File: config.mk
export PLATFORM = sky130hd
export DESIGN_NAME = lpm_seq_ctrl
export DESIGN_NICKNAME = d
export VERILOG_FILES = /design/src/rtl/lpm_pkg.sv /design/src/rtl/lpm_mode_decode.sv /design/src/rtl/lpm_wake_detect.sv /design/src/rtl/lpm_settle_timer.sv /design/src/rtl/lpm_seq_ctrl.sv
export SDC_FILE = /design/constraint.sdc
export NUM_CORES = 1
export LEC_CHECK = 0
export BUFFER_PORTS_ARGS = -buffer_cell sky130_fd_sc_hd__buf_2
export CELL_PAD_IN_SITES_DETAIL_PLACEMENT = 1
export CELL_PAD_IN_SITES_GLOBAL_PLACEMENT = 1
export CORE_ASPECT_RATIO = 1.25
export CORE_UTILIZATION = 43
export CTS_CLUSTER_DIAMETER = 150
export CTS_CLUSTER_SIZE = 10
export DETAILED_ROUTE_END_ITERATION = 10
export GPL_TIMING_DRIVEN = 0
export PLACE_DENSITY_LB_ADDON = 0.15
export SKIP_CTS_REPAIR_TIMING = 1
export SYNTH_ARGS = -nofsm -noshare
export SYNTH_HDL_FRONTEND = slang
export SYNTH_HIERARCHICAL = 1
export SYNTH_SLANG_ARGS = --single-unit
File: constraint.sdc
create_clock -name clk -period 2.5 [get_ports clk]
set_input_delay 0 -clock clk [delete_from_list [all_inputs] [get_ports clk]]
set_output_delay 0 -clock clk [all_outputs]
set_load 0.01 [all_outputs]
File: src/rtl/lpm_pkg.sv
`timescale 1ns/1ps
package lpm_pkg;

    localparam int MODE_W = 3;
    localparam int DOM_W  = 4;

    // domain enable bit positions
    localparam int DOM_CPU   = 0;
    localparam int DOM_CORE  = 1;
    localparam int DOM_WKUP  = 2;
    localparam int DOM_OCRAM = 3;

    localparam logic [MODE_W-1:0] MODE_STBY = MODE_W'(1);
    localparam logic [MODE_W-1:0] MODE_DS1  = MODE_W'(2);
    localparam logic [MODE_W-1:0] MODE_DS0  = MODE_W'(3);
    localparam logic [MODE_W-1:0] MODE_RTC  = MODE_W'(4);

    typedef struct packed {
        logic [DOM_W-1:0] dom;
        logic             pll;
        logic             osc;
        logic             sr;
        logic             pmic;
    } prof_t;

    typedef struct packed {
        logic [DOM_W-1:0] dom;
        logic             clk;
        logic             pll;
        logic             osc;
        logic             sr;
        logic             pmic;
        logic             resume;
        logic             err;
        logic             irq;
    } out_t;

    typedef enum logic [3:0] {
        S_ACTIVE,
        S_ENT_SR,
        S_ENT_CLK,
        S_ENT_PLL,
        S_ENT_OSC,
        S_SLEEP,
        S_RTC_OFF,
        S_EXT_DOM,
        S_EXT_OSC,
        S_SETTLE,
        S_EXT_PLL,
        S_EXT_CLK,
        S_EXT_SR
    } state_t;

endpackage

File: src/rtl/lpm_mode_decode.sv
`timescale 1ns/1ps
module lpm_mode_decode
    import lpm_pkg::*;
(
    input  logic [MODE_W-1:0] code,
    output logic              valid,
    output prof_t             prof
);

    localparam logic [DOM_W-1:0] DOM_ALL  = '1;
    localparam logic [DOM_W-1:0] DOM_LITE = DOM_ALL & ~(DOM_W'(1) << DOM_CPU);
    localparam logic [DOM_W-1:0] DOM_MIN  = (DOM_W'(1) << DOM_WKUP) | (DOM_W'(1) << DOM_OCRAM);

    always_comb begin
        valid     = 1'b1;
        prof.dom  = DOM_ALL;
        prof.pll  = 1'b1;
        prof.osc  = 1'b1;
        prof.sr   = 1'b0;
        prof.pmic = 1'b1;
        unique case (code)
            MODE_STBY: begin
                prof.dom = DOM_LITE;
                prof.sr  = 1'b1;
            end
            MODE_DS1: begin
                prof.dom = DOM_LITE;
                prof.osc = 1'b0;
                prof.sr  = 1'b1;
            end
            MODE_DS0: begin
                prof.dom = DOM_MIN;
                prof.pll = 1'b0;
                prof.osc = 1'b0;
                prof.sr  = 1'b1;
            end
            MODE_RTC: begin
                prof.dom  = '0;
                prof.pll  = 1'b0;
                prof.osc  = 1'b0;
                prof.pmic = 1'b0;
            end
            default: valid = 1'b0;
        endcase
    end

endmodule

File: src/rtl/lpm_wake_detect.sv
`timescale 1ns/1ps
module lpm_wake_detect #(
    parameter int NWAKE = 4
) (
    input  logic             clk,
    input  logic             rst_n,
    input  logic [NWAKE-1:0] wake_evt,
    input  logic             ext_wake,
    output logic             wake_any,
    output logic             ext_rise
);

    logic ext_q;

    always_ff @(posedge clk or negedge rst_n) begin
        if (!rst_n) ext_q <= 1'b0;
        else        ext_q <= ext_wake;
    end

    assign wake_any = |wake_evt;
    assign ext_rise = ext_wake & ~ext_q;

endmodule

File: src/rtl/lpm_settle_timer.sv
`timescale 1ns/1ps
module lpm_settle_timer #(
    parameter int CNT_W = 8
) (
    input  logic             clk,
    input  logic             rst_n,
    input  logic             load,
    input  logic [CNT_W-1:0] load_val,
    output logic             done
);

    logic [CNT_W-1:0] cnt;

    always_ff @(posedge clk or negedge rst_n) begin
        if (!rst_n)          cnt <= '0;
        else if (load)       cnt <= load_val;
        else if (cnt != '0)  cnt <= cnt - 1'b1;
    end

    assign done = (cnt == '0);

endmodule

File: src/rtl/lpm_seq_ctrl.sv
`timescale 1ns/1ps
module lpm_seq_ctrl
    import lpm_pkg::*;
#(
    parameter int NWAKE = 4,
    parameter int CNT_W = 8
) (
    input  logic                   clk,
    input  logic                   rst_n,
    input  logic                   req_valid,
    input  logic [MODE_W-1:0]      req_mode,
    input  logic [NWAKE-1:0]       wake_evt,
    input  logic                   ext_wake,
    input  logic                   sr_ack,
    input  logic [CNT_W-1:0]       osc_settle_cyc,
    output logic [DOM_W-1:0]       dom_en,
    output logic                   clk_en,
    output logic                   pll_core_en,
    output logic                   osc_en,
    output logic                   sr_req,
    output logic                   pmic_en,
    output logic                   wake_irq,
    output logic                   resume_flag,
    output logic                   req_err
);

    localparam out_t OUT_RST = '{dom: '1, clk: 1'b1, pll: 1'b1, osc: 1'b1, sr: 1'b0,
                                 pmic: 1'b1, resume: 1'b0, err: 1'b0, irq: 1'b0};
    localparam int AGE_W = CNT_W + 1;

    state_t            st, st_n;
    out_t              o_q, o_n;
    prof_t             prof_q, prof_n, dec_prof;
    logic [MODE_W-1:0] mode_q, mode_n;
    logic              dec_ok, wake_any, ext_rise, tmr_load, tmr_done;

    lpm_mode_decode u_dec (
        .code  (req_mode),
        .valid (dec_ok),
        .prof  (dec_prof)
    );

    lpm_wake_detect #(.NWAKE(NWAKE)) u_wake (
        .clk      (clk),
        .rst_n    (rst_n),
        .wake_evt (wake_evt),
        .ext_wake (ext_wake),
        .wake_any (wake_any),
        .ext_rise (ext_rise)
    );

    lpm_settle_timer #(.CNT_W(CNT_W)) u_tmr (
        .clk      (clk),
        .rst_n    (rst_n),
        .load     (tmr_load),
        .load_val (osc_settle_cyc),
        .done     (tmr_done)
    );

    // next state and next outputs
    always_comb begin
        st_n     = st;
        o_n      = o_q;
        o_n.irq  = 1'b0;
        prof_n   = prof_q;
        mode_n   = mode_q;
        tmr_load = 1'b0;
        unique case (st)
            S_ACTIVE: begin
                if (req_valid) begin
                    if (dec_ok) begin
                        st_n    = S_ENT_SR;
                        o_n.sr  = dec_prof.sr;
                        o_n.err = 1'b0;
                        prof_n  = dec_prof;
                        mode_n  = req_mode;
                    end else begin
                        o_n.err = 1'b1;
                    end
                end
            end
            S_ENT_SR: begin
                if (wake_any) begin
                    st_n    = S_EXT_SR;
                    o_n.irq = 1'b1;
                end else if (!o_q.sr || sr_ack) begin
                    st_n    = S_ENT_CLK;
                    o_n.clk = 1'b0;
                end
            end
            S_ENT_CLK: begin
                if (wake_any) begin
                    st_n    = S_EXT_CLK;
                    o_n.irq = 1'b1;
                end else begin
                    st_n    = S_ENT_PLL;
                    o_n.pll = prof_q.pll;
                end
            end
            S_ENT_PLL: begin
                if (wake_any) begin
                    st_n    = S_EXT_PLL;
                    o_n.irq = 1'b1;
                end else begin
                    st_n    = S_ENT_OSC;
                    o_n.osc = prof_q.osc;
                end
            end
            S_ENT_OSC: begin
                if (wake_any) begin
                    st_n    = S_EXT_OSC;
                    o_n.irq = 1'b1;
                end else begin
                    o_n.dom  = prof_q.dom;
                    o_n.pmic = prof_q.pmic;
                    if (mode_q == MODE_DS0) o_n.resume = 1'b1;
                    st_n = prof_q.pmic ? S_SLEEP : S_RTC_OFF;
                end
            end
            S_SLEEP: begin
                if (wake_any) begin
                    st_n    = S_EXT_DOM;
                    o_n.irq = 1'b1;
                end
            end
            S_RTC_OFF: begin
                if (ext_rise) begin
                    st_n       = S_EXT_DOM;
                    o_n.pmic   = 1'b1;
                    o_n.resume = 1'b0;
                end
            end
            S_EXT_DOM: begin
                st_n    = S_EXT_OSC;
                o_n.dom = '1;
            end
            S_EXT_OSC: begin
                if (o_q.osc) begin
                    st_n = S_EXT_PLL;
                end else begin
                    st_n     = S_SETTLE;
                    o_n.osc  = 1'b1;
                    tmr_load = 1'b1;
                end
            end
            S_SETTLE: begin
                if (tmr_done) st_n = S_EXT_PLL;
            end
            S_EXT_PLL: begin
                st_n    = S_EXT_CLK;
                o_n.pll = 1'b1;
            end
            S_EXT_CLK: begin
                st_n    = S_EXT_SR;
                o_n.clk = 1'b1;
            end
            S_EXT_SR: begin
                o_n.sr = 1'b0;
                if (!sr_ack) st_n = S_ACTIVE;
            end
            default: st_n = S_ACTIVE;
        endcase
    end

    // state register
    always_ff @(posedge clk or negedge rst_n) begin
        if (!rst_n) begin
            st     <= S_ACTIVE;
            prof_q <= '0;
            mode_q <= '0;
        end else begin
            st     <= st_n;
            prof_q <= prof_n;
            mode_q <= mode_n;
        end
    end

    // output register
    always_ff @(posedge clk or negedge rst_n) begin
        if (!rst_n) o_q <= OUT_RST;
        else        o_q <= o_n;
    end

    assign dom_en      = o_q.dom;
    assign clk_en      = o_q.clk;
    assign pll_core_en = o_q.pll;
    assign osc_en      = o_q.osc;
    assign sr_req      = o_q.sr;
    assign pmic_en     = o_q.pmic;
    assign wake_irq    = o_q.irq;
    assign resume_flag = o_q.resume;
    assign req_err     = o_q.err;

    // ---------------- assertions ----------------

    // cycles the oscillator has been running; saturated from reset
    logic [AGE_W-1:0] osc_age;
    always_ff @(posedge clk or negedge rst_n) begin
        if (!rst_n)            osc_age <= '1;
        else if (!osc_en)      osc_age <= '0;
        else if (osc_age != '1) osc_age <= osc_age + 1'b1;
    end

    assert_gate_after_ack_R3: assert property (@(posedge clk) disable iff (!rst_n)
        $fell(clk_en) |-> (!sr_req || $past(sr_ack)));

    assert_dom_gated_R3: assert property (@(posedge clk) disable iff (!rst_n)
        (dom_en != $past(dom_en)) |-> (!clk_en && !$past(clk_en)));

    assert_pll_settled_R6: assert property (@(posedge clk) disable iff (!rst_n)
        $rose(pll_core_en) |-> (osc_en && (osc_age > AGE_W'(osc_settle_cyc))));

    assert_irq_cause_R5: assert property (@(posedge clk) disable iff (!rst_n)
        wake_irq |-> $past(wake_any));

    assert_irq_single_R5: assert property (@(posedge clk) disable iff (!rst_n)
        wake_irq |=> !wake_irq);

    assert_err_cause_R2: assert property (@(posedge clk) disable iff (!rst_n)
        $rose(req_err) |-> $past(req_valid));

    assert_resume_ds0_R9: assert property (@(posedge clk) disable iff (!rst_n)
        $rose(resume_flag) |-> (sr_req && !osc_en && !pll_core_en && pmic_en));

    assert_pmic_off_R10: assert property (@(posedge clk) disable iff (!rst_n)
        !pmic_en |-> (dom_en == '0 && !osc_en && !clk_en && !sr_req && !pll_core_en));

endmodule

==> results.toml <==
[outcome]
status = "complete, but fails checks"
failed_checks = "hold timing"

[job]
drv_cap = 0

[worst_setup_path]
timing.critical_path.buf_inv = 2
critPathArrivalTime_ns = 2.51
start_kind = "flip-flop"
crit_path_cell_trace = "inv_1 -> ha_2 -> or3b_1 -> clkbuf_2 -> nor2_4 -> nor2b_1 -> a21oi_1 -> o311ai_1 -> a221o_1"
max_stage_delay_ns = 0.43
cpLargestDelayFamily = "compound AO/OA/AOI/OAI gates"
crit_fanout = 7
crit_type = "flip-flop to flip-flop"
crit_start = "u_tmr/cnt[0]$_DFFE_PN0P_"
critPathSlowestCell = "dfrtp_1"
reg2reg_from = "u_tmr/cnt[0]$_DFFE_PN0P_"
crit_required_ns = 2.68
end_kind = "flip-flop"

[timing]
finalCriticalPeriod_ns = 2.34
fin_crit_sh_pct = 93.5
timing.slew.headroom_pct = 48.4
rsz0062_at_grt = "false"
tightest_slew_ns = 0.774
hold_slack_ns = -0.0358
fmax_mhz = 428
skew_ns = 0.00158
hold_violations = 1
setup_ws_ns = 0.162
fin_tns_setup_ns = 0
maxSlewViolCount = 0
setup_viol = 0

[route]
routed-via-count = 1740
antenna_left = 0
via_per_inst = 5.54
drc = 0
first_pass_iters = 4
routedWlPerCell_um = 16.2
first_iter_violations = 95
routed_wl_um = 5090

[yosys]
synth.area.mux_share_pct = 9.15
synth-simple-area-share_pct = 21.2
synth_edf_count = 0
ys_ff_latch = 35
avgSynthCellArea_um2 = 9.69
yosys.cell_types.count = 56
syn-num-nets = 227
yosysSeqAreaShare_pct = 44.4
async_flop_share_pct = 100
synth_xor_area_share_pct = 1.32
synth-compound-area-share_pct = 16.2
netlist_instances = 206
ys.warnings.count = 6
synth_top_family_by_area = "simple AND/OR/NAND/NOR gates"
synth_fa_ha_area_share_pct = 0.627
syn_area_um2 = 2000
synth_flop_cell = "dfrtp_1"

[floorplanning]
chipWidth_um = 62.9
rows = 27
initial_core_util_pct = 45.1
io_pins = 32
core_area_um2 = 4430
dieArea_um2 = 4920
die_h_um = 78.2

[place]
place_area_um2 = 2220
hpwlAfterDp_um = 3570
dp_slack_ns = 0.0880
placement.io_buffers = 31
routabilityCongestion = 0.824

[global_route]
grt_antenna_before_repair = 0
grt_max_degree = 36
grt_pass1_wl_um = 8380
track_usage_pct = 21.6
grt_pass1_vias = 1734
grt-ovfl-total = 0

[pwr]
leakagePower_nw = 1.07
internal_power_mw = 1.51
seqPwrFrac_pct = 39.1
clockPowerShare_pct = 21.0
ir_drop_v = 0.000450
power_density_nw_per_um2 = 1010
combPwrFrac_pct = 39.9
p_total_mw = 2.48
switchingPower_mw = 0.968
sw_frac_of_total_pct = 39.0

[cts]
cts_tree = "yes"
htree_levels = 2
insertion_delay_ns = 0.29
cts-root-buf = "clkbuf_8"
clkTransAtPathRegs_ns = 0.08
clockBufferDepth = 2
cts_sinks = 35
cts_buffers = 5

[cells_and_area]
final_nets = 276
most-common-layout-cells = "buf_2, dfrtp_1, nand2_1, nor2_1, dlygate4sd3_1"
fin_area_um2 = 2460
n_antenna_cell = 0
drive_gt1_share_pct = 25.0
area_growth_pct = 23.1
final_common_cell = "buf_2"

[min_path]
hp-class = "input port to flip-flop"
min-delay-start = "osc_settle_cyc[7]"
[tightest hold or removal path, cell delays in order]
cell and delay (ns):
buf_2 0.09, nor2_1 0.08, a31oi_1 0.05
[through the flow]
stage	util [%]	instances
floorplan	-	206
global placement	50.2	295
detailed placement	50.2	295
CTS	52.8	303
global route	55.5	314
finish	55.5	314
[path summary, 6_finish.rpt]
path | slack [ns] | cells past startpoint | end
max in group asynchronous | 1.69 | 2 | u_wake/ext_q$_DFF_PN0_
worst min register to register | 0.49 | 2 | pmic_en$_DFFE_PN1P_
worst max-delay path | 0.16 | 9 | st[2]$_DFFE_PN0P_
worst min-delay path | -0.04 | 3 | u_tmr/cnt[7]$_DFFE_PN0P_
min in group asynchronous | 0.32 | 2 | u_tmr/cnt[6]$_DFFE_PN0P_
worst max register to register | 0.16 | 9 | st[2]$_DFFE_PN0P_
[logic make-up (layout without fill, tap and decap cells)]
logic type                 after synthesis  in the layout
muxes                                   17             17
xor gates and xnor gates                 3              3
AOI/OAI and AO/OA                       47             47
DFF                                     35             35
adders and majority gates                1              1
and+or+nand+nor                         78             78
buffers and inverters                   25             75
[power groups by stage]
stage               Clock, mW  Sequential [mW]  Combinational (mW)
finish                  0.520            0.969               0.990
global route            0.553            0.999                1.09
CTS                     0.534            0.968               0.966
detailed placement          0            0.978               0.958
global placement            0            0.970               0.926
floorplan                   0            0.947               0.695
[routing by layer]
metal | routed length, um | track usage [%] | part of all wire (%)
met2 | 2520 | 36.9 | 50
met3 | 151 | 3.78 | 3.0
met4 | 68 | 7.44 | 1.3
met5 | 0 | 0 | 0
met1 | 2340 | 27.1 | 46
[final cells by class]
cell class,count,area [um2]
flip-flops and latches,35,886
multi-input cells,146,978
well taps,58,72.6
repair buffers,42,265
clock inverters,3,43.8
fillers,512,1970
inverters,9,33.8
clock buffers,5,68.8
plain buffers,16,108
[cell usage after synthesis, drive strengths merged (2+ instances only)]
cell type | instances | share of area (%)
nor2b | 8 | 2.6
dfstp | 8 | 11
or4 | 3 | 1.1
a31oi | 4 | 1.3
buf | 10 | 3.9
nor2 | 17 | 3.6
o21ai | 6 | 1.5
nand2 | 21 | 4.0
mux2i | 7 | 3.5
a32oi | 2 | 0.88
clkbuf | 5 | 1.0
nor3 | 5 | 1.3
o31ai | 4 | 1.5
nand3 | 9 | 2.3
nor4 | 3 | 1.7
dfrtp | 27 | 34
o22ai | 4 | 1.3
and3 | 2 | 0.63
xnor2 | 2 | 0.88
a221oi | 2 | 0.88
mux2 | 10 | 5.6
a22oi | 2 | 0.75
o311ai | 2 | 0.88
nand4 | 2 | 0.63
inv | 9 | 1.7
nor3b | 2 | 0.75
a21oi | 10 | 2.5
[sequential cells by signal, summed over array words and instances, names as in the netlist, 3 cells and up]
name	count
prof_q	7
mode_q	3
u_tmr/cnt	8
st	4
dom_en	4
(Power assumes the default switching activity.)
